--- config.mk ---
export PLATFORM = sky130hd
export DESIGN_NAME = spi_burst_master
export DESIGN_NICKNAME = d
export VERILOG_FILES = /design/src/rtl/sbm_pkg.sv /design/src/rtl/sbm_fifo.sv /design/src/rtl/sbm_engine.sv /design/src/rtl/spi_burst_master.sv
export SDC_FILE = /design/constraint.sdc
export NUM_CORES = 2
export LEC_CHECK = 0
export ABC_AREA = 0
export CAP_MARGIN = 5
export CORE_MARGIN = 5
export CORE_UTILIZATION = 40
export DETAILED_ROUTE_END_ITERATION = 6
export PLACE_DENSITY = 0.6
export SLEW_MARGIN = 20
export SYNTH_ARGS = -nofsm -noshare
export SYNTH_HDL_FRONTEND = slang
export SYNTH_SLANG_ARGS = --single-unit
--- constraint.sdc ---
create_clock -name clk -period 12.67 [get_ports clk]
set_input_delay 3.801 -clock clk [delete_from_list [all_inputs] [get_ports clk]]
set_output_delay 3.801 -clock clk [all_outputs]
set_load 0.03 [all_outputs]
--- src/rtl/sbm_pkg.sv ---
// Shared constants for the SPI burst master: register offsets, bit
// positions that software decodes, and widths derived from the 32-bit bus.
package sbm_pkg;
    localparam int DATA_W   = 32;
    localparam int LEN_W    = $clog2(DATA_W);
    localparam int ADDR_W   = 9;
    localparam int NUM_CS   = 4;
    localparam int CS_SEL_W = $clog2(NUM_CS);

    localparam logic [ADDR_W-1:0] OFS_CTRL = 9'h000;
    localparam logic [ADDR_W-1:0] OFS_CFG  = 9'h004;
    localparam logic [ADDR_W-1:0] OFS_STAT = 9'h008;
    localparam logic [ADDR_W-1:0] OFS_TXQ  = 9'h100;
    localparam logic [ADDR_W-1:0] OFS_RXQ  = 9'h180;

    // control word
    localparam int B_CPHA   = 21;
    localparam int B_CPOL   = 24;
    localparam int B_MASTER = 28;
    localparam int B_GO     = 30;
    localparam int B_EN     = 31;
    localparam int CS_POL_BIT [NUM_CS] = '{13, 20, 22, 23};

    // config word
    localparam int B_SEL_LO = 18;
    localparam int B_TXEN   = 30;
    localparam int B_RXEN   = 31;

    // status word
    localparam int B_TXFL   = 26;
    localparam int B_RXFL   = 27;
    localparam int B_ERR    = 29;
    localparam int B_RDY    = 30;
    localparam int B_BSY    = 31;
endpackage

--- src/rtl/sbm_fifo.sv ---
// Synchronous FIFO with flush. Assumes DEPTH is a power of two.
// Push when full and pop when empty are ignored; read data shows the head
// combinationally and reads as zero when empty.
module sbm_fifo #(
    parameter int WIDTH = 32,
    parameter int DEPTH = 32
) (
    input  logic             clk,
    input  logic             rst_n,
    input  logic             flush,
    input  logic             push,
    input  logic [WIDTH-1:0] wdata,
    input  logic             pop,
    output logic [WIDTH-1:0] rdata,
    output logic [$clog2(DEPTH):0] count,
    output logic             full,
    output logic             empty
);
    localparam int PTR_W = $clog2(DEPTH);
    localparam int CNT_W = PTR_W + 1;

    logic [WIDTH-1:0] mem [DEPTH];
    logic [PTR_W-1:0] wr_ptr, rd_ptr;
    logic do_push, do_pop;

    assign full    = (count == CNT_W'(DEPTH));
    assign empty   = (count == '0);
    assign do_push = push && !full;
    assign do_pop  = pop && !empty;
    assign rdata   = empty ? '0 : mem[rd_ptr];

    // Pointer and occupancy bookkeeping; flush returns to empty.
    always_ff @(posedge clk) begin
        if (!rst_n || flush) begin
            wr_ptr <= '0;
            rd_ptr <= '0;
            count  <= '0;
        end else begin
            if (do_push) wr_ptr <= wr_ptr + 1'b1;
            if (do_pop)  rd_ptr <= rd_ptr + 1'b1;
            case ({do_push, do_pop})
                2'b10:   count <= count + 1'b1;
                2'b01:   count <= count - 1'b1;
                default: count <= count;
            endcase
        end
    end

    // Storage array write port.
    always_ff @(posedge clk) begin
        if (do_push && !flush) mem[wr_ptr] <= wdata;
    end

    AST_FIFO_BOUND: assert property (@(posedge clk) disable iff (!rst_n)
        count <= CNT_W'(DEPTH));
    AST_FIFO_FULL_HOLDS: assert property (@(posedge clk) disable iff (!rst_n)
        full && push && !pop && !flush |=> full);
endmodule

--- src/rtl/sbm_engine.sv ---
// Serial shift engine. Once started it runs (words_m1+1) words of
// (bits_m1+1) bits each. Every bit is two half-periods of HALF_DIV clocks.
// Data changes at the start of a bit and MISO is sampled in the middle.
// The clock mode only inverts the SCLK level in each half.
// Assumes its settings stay stable while busy.
module sbm_engine
    import sbm_pkg::*;
#(
    parameter int HALF_DIV = 2
) (
    input  logic              clk,
    input  logic              rst_n,
    input  logic              start,
    input  logic [LEN_W-1:0]  bits_m1,
    input  logic [LEN_W-1:0]  words_m1,
    input  logic              cpol,
    input  logic              cpha,
    input  logic              tx_en,
    input  logic              rx_en,
    input  logic [DATA_W-1:0] tx_data,
    input  logic              tx_empty,
    output logic              tx_pop,
    output logic              underflow,
    output logic              rx_push,
    output logic [DATA_W-1:0] rx_data,
    output logic              busy,
    output logic              done,
    output logic              sclk,
    output logic              mosi,
    input  logic              miso
);
    localparam int DIV_W = (HALF_DIV > 1) ? $clog2(HALF_DIV) : 1;

    logic             half;
    logic [DIV_W-1:0] hcnt;
    logic [LEN_W-1:0] bit_idx, word_idx;
    logic [DATA_W-1:0] tx_word, rx_sh;
    logic half_end, mid_bit, bit_end, word_end, load;

    assign half_end  = busy && (hcnt == DIV_W'(HALF_DIV - 1));
    assign mid_bit   = half_end && !half;
    assign bit_end   = half_end && half;
    assign word_end  = bit_end && (bit_idx == bits_m1);
    assign done      = word_end && (word_idx == words_m1);
    assign load      = start || (word_end && !done);
    assign tx_pop    = load && tx_en && !tx_empty;
    assign underflow = load && tx_en && tx_empty;
    assign rx_push   = word_end && rx_en;
    assign rx_data   = rx_sh;
    assign sclk      = busy ? (cpol ^ cpha ^ half) : cpol;
    assign mosi      = busy && tx_word[bits_m1 - bit_idx];

    // Sequencing: half-period timer, bit and word counters, busy flag.
    always_ff @(posedge clk) begin
        if (!rst_n) begin
            busy <= 1'b0; half <= 1'b0; hcnt <= '0;
            bit_idx <= '0; word_idx <= '0;
        end else if (start) begin
            busy <= 1'b1; half <= 1'b0; hcnt <= '0;
            bit_idx <= '0; word_idx <= '0;
        end else if (busy) begin
            hcnt <= half_end ? '0 : hcnt + 1'b1;
            if (half_end) half <= ~half;
            if (bit_end) begin
                if (word_end) begin
                    bit_idx <= '0;
                    if (done) busy <= 1'b0;
                    else      word_idx <= word_idx + 1'b1;
                end else begin
                    bit_idx <= bit_idx + 1'b1;
                end
            end
        end
    end

    // Data path: load the outgoing word, gather incoming bits.
    always_ff @(posedge clk) begin
        if (!rst_n) begin
            tx_word <= '0;
            rx_sh   <= '0;
        end else if (load) begin
            tx_word <= (tx_en && !tx_empty) ? tx_data : '0;
            rx_sh   <= '0;
        end else if (mid_bit) begin
            rx_sh <= {rx_sh[DATA_W-2:0], miso};
        end
    end

    AST_DONE_DROPS_BUSY: assert property (@(posedge clk) disable iff (!rst_n)
        done |=> !busy);
    AST_WORD_LIMIT: assert property (@(posedge clk) disable iff (!rst_n)
        busy |-> word_idx <= words_m1);
endmodule

--- src/rtl/spi_burst_master.sv ---
// SPI burst master top: register decode, status flags, chip-select drive,
// and the two FIFOs around the shift engine.
// Assumes a single-cycle register bus with combinational read data.
// A read of the receive window removes the entry on the same cycle.
module spi_burst_master
    import sbm_pkg::*;
#(
    parameter int FIFO_DEPTH = 32,
    parameter int HALF_DIV   = 2
) (
    input  logic              clk,
    input  logic              rst_n,
    input  logic              reg_wr,
    input  logic              reg_rd,
    input  logic [ADDR_W-1:0] reg_addr,
    input  logic [DATA_W-1:0] reg_wdata,
    output logic [DATA_W-1:0] reg_rdata,
    output logic              spi_sclk,
    output logic              spi_mosi,
    input  logic              spi_miso,
    output logic [NUM_CS-1:0] spi_cs
);
    localparam int CNT_W = $clog2(FIFO_DEPTH) + 1;

    logic [DATA_W-1:0] ctrl_q, cfg_q, tx_head, rx_word, rx_head, stat_w;
    logic [CNT_W-1:0]  tx_count, rx_count;
    logic ready_q, err_q, busy, done, start;
    logic wr_ctrl, wr_cfg, wr_stat;
    logic tx_pop, tx_empty, tx_full, underflow, rx_push, rx_full, rx_empty;
    logic [NUM_CS-1:0] cs_pol;
    logic [CS_SEL_W-1:0] cs_sel;

    assign wr_ctrl = reg_wr && (reg_addr == OFS_CTRL);
    assign wr_cfg  = reg_wr && (reg_addr == OFS_CFG);
    assign wr_stat = reg_wr && (reg_addr == OFS_STAT);
    assign start   = wr_ctrl && !busy && reg_wdata[B_GO] && reg_wdata[B_EN]
                     && reg_wdata[B_MASTER];
    assign cs_sel  = cfg_q[B_SEL_LO +: CS_SEL_W];

    // Configuration words; frozen while a burst runs, start bit not kept.
    always_ff @(posedge clk) begin
        if (!rst_n) begin
            ctrl_q <= '0;
            cfg_q  <= '0;
        end else if (!busy) begin
            if (wr_ctrl) ctrl_q <= reg_wdata & ~(DATA_W'(1) << B_GO);
            if (wr_cfg)  cfg_q  <= reg_wdata;
        end
    end

    // Done and error flags: hardware set wins over a write-one clear.
    always_ff @(posedge clk) begin
        if (!rst_n) begin
            ready_q <= 1'b0;
            err_q   <= 1'b0;
        end else begin
            if (done)                            ready_q <= 1'b1;
            else if (wr_stat && reg_wdata[B_RDY]) ready_q <= 1'b0;
            if (underflow)                       err_q <= 1'b1;
            else if (wr_stat && reg_wdata[B_ERR]) err_q <= 1'b0;
        end
    end

    sbm_fifo #(.WIDTH(DATA_W), .DEPTH(FIFO_DEPTH)) tx_fifo_i (
        .clk(clk), .rst_n(rst_n), .flush(wr_stat && reg_wdata[B_TXFL]),
        .push(reg_wr && (reg_addr == OFS_TXQ)), .wdata(reg_wdata),
        .pop(tx_pop), .rdata(tx_head), .count(tx_count),
        .full(tx_full), .empty(tx_empty));

    sbm_fifo #(.WIDTH(DATA_W), .DEPTH(FIFO_DEPTH)) rx_fifo_i (
        .clk(clk), .rst_n(rst_n), .flush(wr_stat && reg_wdata[B_RXFL]),
        .push(rx_push), .wdata(rx_word),
        .pop(reg_rd && (reg_addr == OFS_RXQ)), .rdata(rx_head),
        .count(rx_count), .full(rx_full), .empty(rx_empty));

    sbm_engine #(.HALF_DIV(HALF_DIV)) engine_i (
        .clk(clk), .rst_n(rst_n), .start(start),
        .bits_m1(ctrl_q[LEN_W-1:0]), .words_m1(ctrl_q[2*LEN_W-1:LEN_W]),
        .cpol(ctrl_q[B_CPOL]), .cpha(ctrl_q[B_CPHA]),
        .tx_en(cfg_q[B_TXEN]), .rx_en(cfg_q[B_RXEN]),
        .tx_data(tx_head), .tx_empty(tx_empty), .tx_pop(tx_pop),
        .underflow(underflow), .rx_push(rx_push), .rx_data(rx_word),
        .busy(busy), .done(done), .sclk(spi_sclk), .mosi(spi_mosi),
        .miso(spi_miso));

    // One select line per index, each with its own polarity bit.
    for (genvar i = 0; i < NUM_CS; i++) begin : g_cs
        assign cs_pol[i] = ctrl_q[CS_POL_BIT[i]];
        assign spi_cs[i] = (busy && cs_sel == CS_SEL_W'(i)) ? cs_pol[i] : ~cs_pol[i];
    end

    // Status word assembly.
    always_comb begin
        stat_w             = '0;
        stat_w[B_BSY]      = busy;
        stat_w[B_RDY]      = ready_q;
        stat_w[B_ERR]      = err_q;
        stat_w[CNT_W-1:0]  = rx_count;
    end

    // Read data mux.
    always_comb begin
        case (reg_addr)
            OFS_CTRL: reg_rdata = ctrl_q;
            OFS_CFG:  reg_rdata = cfg_q;
            OFS_STAT: reg_rdata = stat_w;
            OFS_RXQ:  reg_rdata = rx_head;
            default:  reg_rdata = '0;
        endcase
    end

    AST_READY_ON_FALL: assert property (@(posedge clk) disable iff (!rst_n)
        $fell(busy) |-> ready_q);
    AST_CFG_FROZEN: assert property (@(posedge clk) disable iff (!rst_n)
        busy && $past(busy) |-> $stable(ctrl_q) && $stable(cfg_q));
    AST_NO_POP_EMPTY: assert property (@(posedge clk) disable iff (!rst_n)
        tx_pop |-> !tx_empty);
    AST_CS_SINGLE: assert property (@(posedge clk) disable iff (!rst_n)
        $countones(spi_cs ^ ~cs_pol) <= 1);
endmodule

=== Yosys cells after proc, flatten, opt, wreduce, memory -nomap -nowiden ===
Memory sizes are Yosys's and may differ from the RTL's. A register that Yosys moved wholly into a read port is not among the register bits.
Index checks and enable logic that the tools add are counted.

* Div/mod/pow operators: 0
* Shift operators: 0
* Multiply operators: 0
* Magnitude comparators: 1
* Reductions and logical operators: 63
* Equal/unequal tests: 15
* Muxes and demuxes: 32
* Add/sub/neg operators: 12
* Bitwise logic cells: 10

{| class="wikitable"
|+ Operators with widths
! cell !! number
|-
| $pmux 32 s4 || 1
|-
| $mux 32 || 3
|-
| $logic_and 1x1->1 || 35
|-
| $add 5x1->5 const B || 6
|-
| $mux 5 || 5
|-
| $pmux 6 s2 || 2
|-
| $mux 1 || 20
|-
| $eq 9x9->1 const B || 2
|-
| $add 6x1->6 const B || 2
|-
| $eq 6x6->1 const B || 2
|-
| $logic_not 6->1 || 2
|-
| $sub 6x1->6 const B || 2
|-
| $eq 5x5->1 || 2
|-
| $logic_not 1->1 || 10
|-
| $eq 9x3->1 const B || 1
|-
| $eq 9x4->1 const B || 1
|-
| $logic_not 9->1 || 1
|-
| $eq 2x2->1 const B || 4
|-
| $not 1->1 || 8
|-
| $reduce_and 2->1 || 4
|-
| $reduce_bool 2->1 || 4
|-
| $eq 2x1->1 const B || 3
|-
| $lt 5x6->1 const B || 1
|-
| $bmux 1 s5 || 1
|-
| other kinds (7) || 11
|}

* Memories: 2
* ROM bits: 0
* Bits in latches: 0
* Input port bits: 46
* Register bits after elaboration: 174
* Word-level logic and storage cells: 152
* Output and inout bits: 38
* Memory bits (writable): 2,048

{| class="wikitable"
|+ Memory list
! name !! depth !! bits a word !! read ports !! clocked after memory_dff !! write ports !! RTL line !! text
|-
| rx_fifo_i.mem || 32 || 32 || 1 || 1 || 1 || sbm_fifo.sv:22 || <nowiki>logic [WIDTH-1:0] mem [DEPTH];</nowiki>
|-
| tx_fifo_i.mem || 32 || 32 || 1 || 1 || 1 || sbm_fifo.sv:22 ||
|}

=== Logic depth before layout (Yosys ltp) ===
* Word-level depth: 12
* Mapped depth: 16
* Mapped depth without buffers: 15

=== Hierarchy ===
A second synthesis with hierarchy kept.

* Cells, all modules: 4,114
* Area, all modules: 86,830.8 sq um

{| class="wikitable"
|+ By module, submodules not included
! module !! sequential area each (sq um) !! times used !! cells each !! area an instance (sq um)
|-
| sbm_fifo (rx_fifo_i) || 31,169.9 || 1 || 1,699 || 40,216.1
|-
| sbm_fifo (tx_fifo_i) || 31,169.9 || 1 || 1,722 || 40,059.7
|-
| spi_burst_master || 1,301.2 || 1 || 363 || 3,352.0
|-
| sbm_engine || 1,541.5 || 1 || 330 || 3,203.1
|}

=== Worst setup path after synthesis ===
No wires, ideal clock.

* Path kind: in2out
* Start: input port reg_addr[1]
* End: output port reg_rdata[0]
* Buffers on the path: 1
* Data arrival time: 5.399 ns
* Stages on the path: 6
* Slack: 3.470 ns
* Data required time: 8.869 ns
* Cell sequence: nor4_4 nand4b_4 nor3_1 clkbuf_1 o211ai_1 nand3_1

* Longest elaborated chain between the ends: 2
* Elaborated cells on any way between the ends: 5
* Classes of those cells: eq/ne (3); mux (1); reduce/logical (1)

{| class="wikitable"
|+ RTL lines
! what !! RTL line !! text
|-
| start: declaration || spi_burst_master.sv:15 || <nowiki>input logic [ADDR_W-1:0] reg_addr,</nowiki>
|-
| $eq 9x9->1, or another cell as far along || spi_burst_master.sv:103 || <nowiki>case (reg_addr)</nowiki>
|-
| $pmux 32 s4 * || spi_burst_master.sv:103 ||
|-
| end: declaration || spi_burst_master.sv:17 || <nowiki>output logic [DATA_W-1:0] reg_rdata,</nowiki>
|}

Mark *: on every way between the ends. The rest lies on a longest branch, timed or not.

=== Worst setup path after layout ===
* Start: input port reg_addr[1]
* End: output port reg_rdata[1]

Same word-level chain as after synthesis.

==> qor.txt <==
Status = finished with violations
Failing checks = DRC
Residual DRC count = 1
Max Fclk = 0.0925 GHz
Static Leak = 27.5 nW
Post-synth top cells = edfxtp_1, mux4_2, nand2_1, mux2i_1, nor2_1
Die height = 474 um
Final core area utilization = 0.457
GR peak layer = met2
DRT Wirelength = 227,000 um
IO Count = 84
CP Launch Type = primary input
Unique masters post-synth = 63
Adder-Cell Fraction of Synth Area = 0.00447
Clock latency on the worst-skew pair = 0.86 ns
Post-DR wirelength/cell = 29.5 um
Initial antenna violation count = 8
Worst Max-Slew Pin Slew = 1.15 ns
Count leader, synth = edfxtp_1
Number of global-route vias before repair = 44,500
Drt via density = 5.78
Mean area per synthesized cell = 19.2 um2
Commonest register cell after synthesis = edfxtp_1
Syn Nets = 4,567
Synth Area in Compound Gates = 0.0418
Synth area leader = edfxtp_1
Setup ws final = 1.86 ns
# nets final = 4,751
Max Root-Sink Buffers = 3
Vias after detailed routing = 44,500
Largest net degree at the start of global routing = 119
Final Hold Fails = 0
Starting Density = 0.402
Clk_skew = 0.0537 ns
Layout cell share with drive strength beyond 1 = 0.206
Antenna Nets Post-Route = 0
Core area = 215,000 um2
Endpoints failing setup = 0
Grt met3 use = 0.0316
Number of flops mapped to enable cells by yosys = 2,048
Cell Area, Synth = 86,300 um2
Setup TNS = 0 ns
Xor and xnor fraction of the mapped netlist area = 0.00467
P per Cell Area = 145 nW/um2
Met1 global-route usage = 0.277
Seq cells post-synth = 2,232
Period utilization = 0.853
Post-synthesis sequential area ratio = 0.755
Placer Congestion = 0.786
Placed cell areas = 91,300 um2
GR met2 Demand/Resource = 0.328
Critical path required time = 8.87 ns
Synth top area share = 0.713
CTS tree = built
Sink Count = 2,232
Asr flop ratio synth = 0
Max-cap viol count = 0
Worst Path Class, Setup = in2out
Final instance area = 98,100 um2
Post-DP HPWL = 127,000 um
Total grt overflow = 0
Min Tclk post-route = 10.81 ns
Die area = 225,000 um2
Filler cells = 18,000
Hold_buf cts = 0
CTS Root Cell = clkbuf_16
Area contributors post-synth = edfxtp_1, mux4_2, dfxtp_1
Post-CTS Setup Inserts = 0
CP Capture Type = primary output
Mapped Cells = 4,492
Global-route wire length before repair = 324,000 um
Hold Crit Class = reg2reg
Inserted Clock Buffers = 215
Slew headroom = 0.231
Post-CTS resize count = 0
VDD IR max = 0.141 mV
Drt first-iter violations = 5,114
H-Tree Depth = 4
I/O Buffers = 83
RSZ-0062 raised after global routing = no
Syn-to-layout area delta = 13.6%
Simple-gate area share of the yosys netlist = 0.0320
Crit path DAT = 7.01 ns
Mux share of post-synthesis cell area = 0.148
Syn. warnings = 0
Cell Rows = 170
Die X = 474 um
Main combinational cell family by area after synthesis = multiplexers
Final Max Slew Viols = 0
Maximum fanout along the worst path = 21
CTS clk-pin slew, worst paths = 0.06 ns
Worst slack at placement = 1.87 ns
GRT Util Overall = 0.199
TritonRoute pass-1 iters = 7
## cells by family after synthesis
logic type / Yosys count
AND/OR/NAND/NOR: 661
multiplexers: 743
XOR/XNOR: 46
AO/OA/AOI/OAI: 497
flip-flops: 2232
adder cells (fa/ha/maj): 29
buffers and inverters: 284
## area by class of cell
class                           instances  area [um2]  area share
Inverter                               28         105     0.00107
Clock buffer                          307        5940      0.0605
Timing Repair Buffer                  223        1940      0.0197
Antenna cell                            3        7.51   0.0000765
Clock inverter                         92         850     0.00866
Multi-Input combinational cell       1976       20500       0.209
Tap cell                             2838        3550      0.0362
Sequential cell                      2232       65200       0.665
## routing by layer
layer,wire [um],vias to the layer above,part of all wire
li1,-,18700,-
met1,94800,23800,0.42
met2,111000,1691,0.49
met3,15400,337,0.068
met4,5480,2,0.024
met5,13,-,0.000057
## through the flow
stage,power [W],hold slack (ns),std cells
final,0.0142,0.456,7699
after global routing,0.0146,0.477,7697
after global placement,0.00823,0.447,7297
after floorplan,0.00814,0.431,4492
after CTS,0.0143,0.456,7696
after detailed placement,0.00823,0.448,7297
## cell usage in the layout, fill, tap and decap left out, types with 122 or more instances in the layout
cell | synthesis | layout
nand2_1 | 372 | 372
dfxtp_1 | 184 | 158
mux2i_1 | 298 | 298
buf_4 | 8 | 134
edfxtp_1 | 2048 | 2048
a221oi_1 | 136 | 136
clkbuf_16 | 0 | 215
nor2_1 | 188 | 122
a21oi_1 | 132 | 132
mux4_2 | 424 | 424
## path summary, 6_finish.rpt
kind                                           from                           endpoint  slack, ns  cells after the start
setup / recovery                        reg_addr[1]                       reg_rdata[1]       1.86                      7
hold / removal    engine_i.rx_data[26]$_SDFFE_PP0P_  engine_i.rx_data[26]$_SDFFE_PP0P_       0.46                      2
setup reg to reg             ctrl_q[0]$_SDFFE_PN0N_    rx_fifo_i.mem[14][26]$_DFFE_PP_       7.72                     10
hold reg to reg   engine_i.rx_data[26]$_SDFFE_PP0P_  engine_i.rx_data[26]$_SDFFE_PP0P_       0.46                      2
## power breakdown
part	switching [W]	leakage (nW)	internal [W]	total, W
clock network	0.00276	3.30	0.00338	0.00614
registers	0.000000252	18.7	0.00797	0.00797
logic	0.0000865	5.51	0.0000196	0.000106
total	0.00285	27.5	0.0114	0.0142
## sequential cells by signal, summed over array words and instances, names as in the netlist, 5 cells and up, named ones only
name               flops
cfg_q                 32
engine_i.word_idx      5
tx_fifo_i.rd_ptr       5
tx_fifo_i.mem       1024
rx_fifo_i.mem       1024
engine_i.rx_data      32
rx_fifo_i.rd_ptr       5
ctrl_q                31
engine_i.tx_word      32
rx_fifo_i.count        6
tx_fifo_i.count        6
engine_i.bit_idx       5
tx_fifo_i.wr_ptr       5
rx_fifo_i.wr_ptr       5
## worst max-delay path: stages
cell and delay (ns):
clkdlybuf4s50_1 0.46, nor4_4 0.41, and4_2 0.77, buf_4 0.41
a222oi_1 0.16, nand3_1 0.21, clkdlybuf4s50_1 0.71
Power figures use the tool's default switching activity.
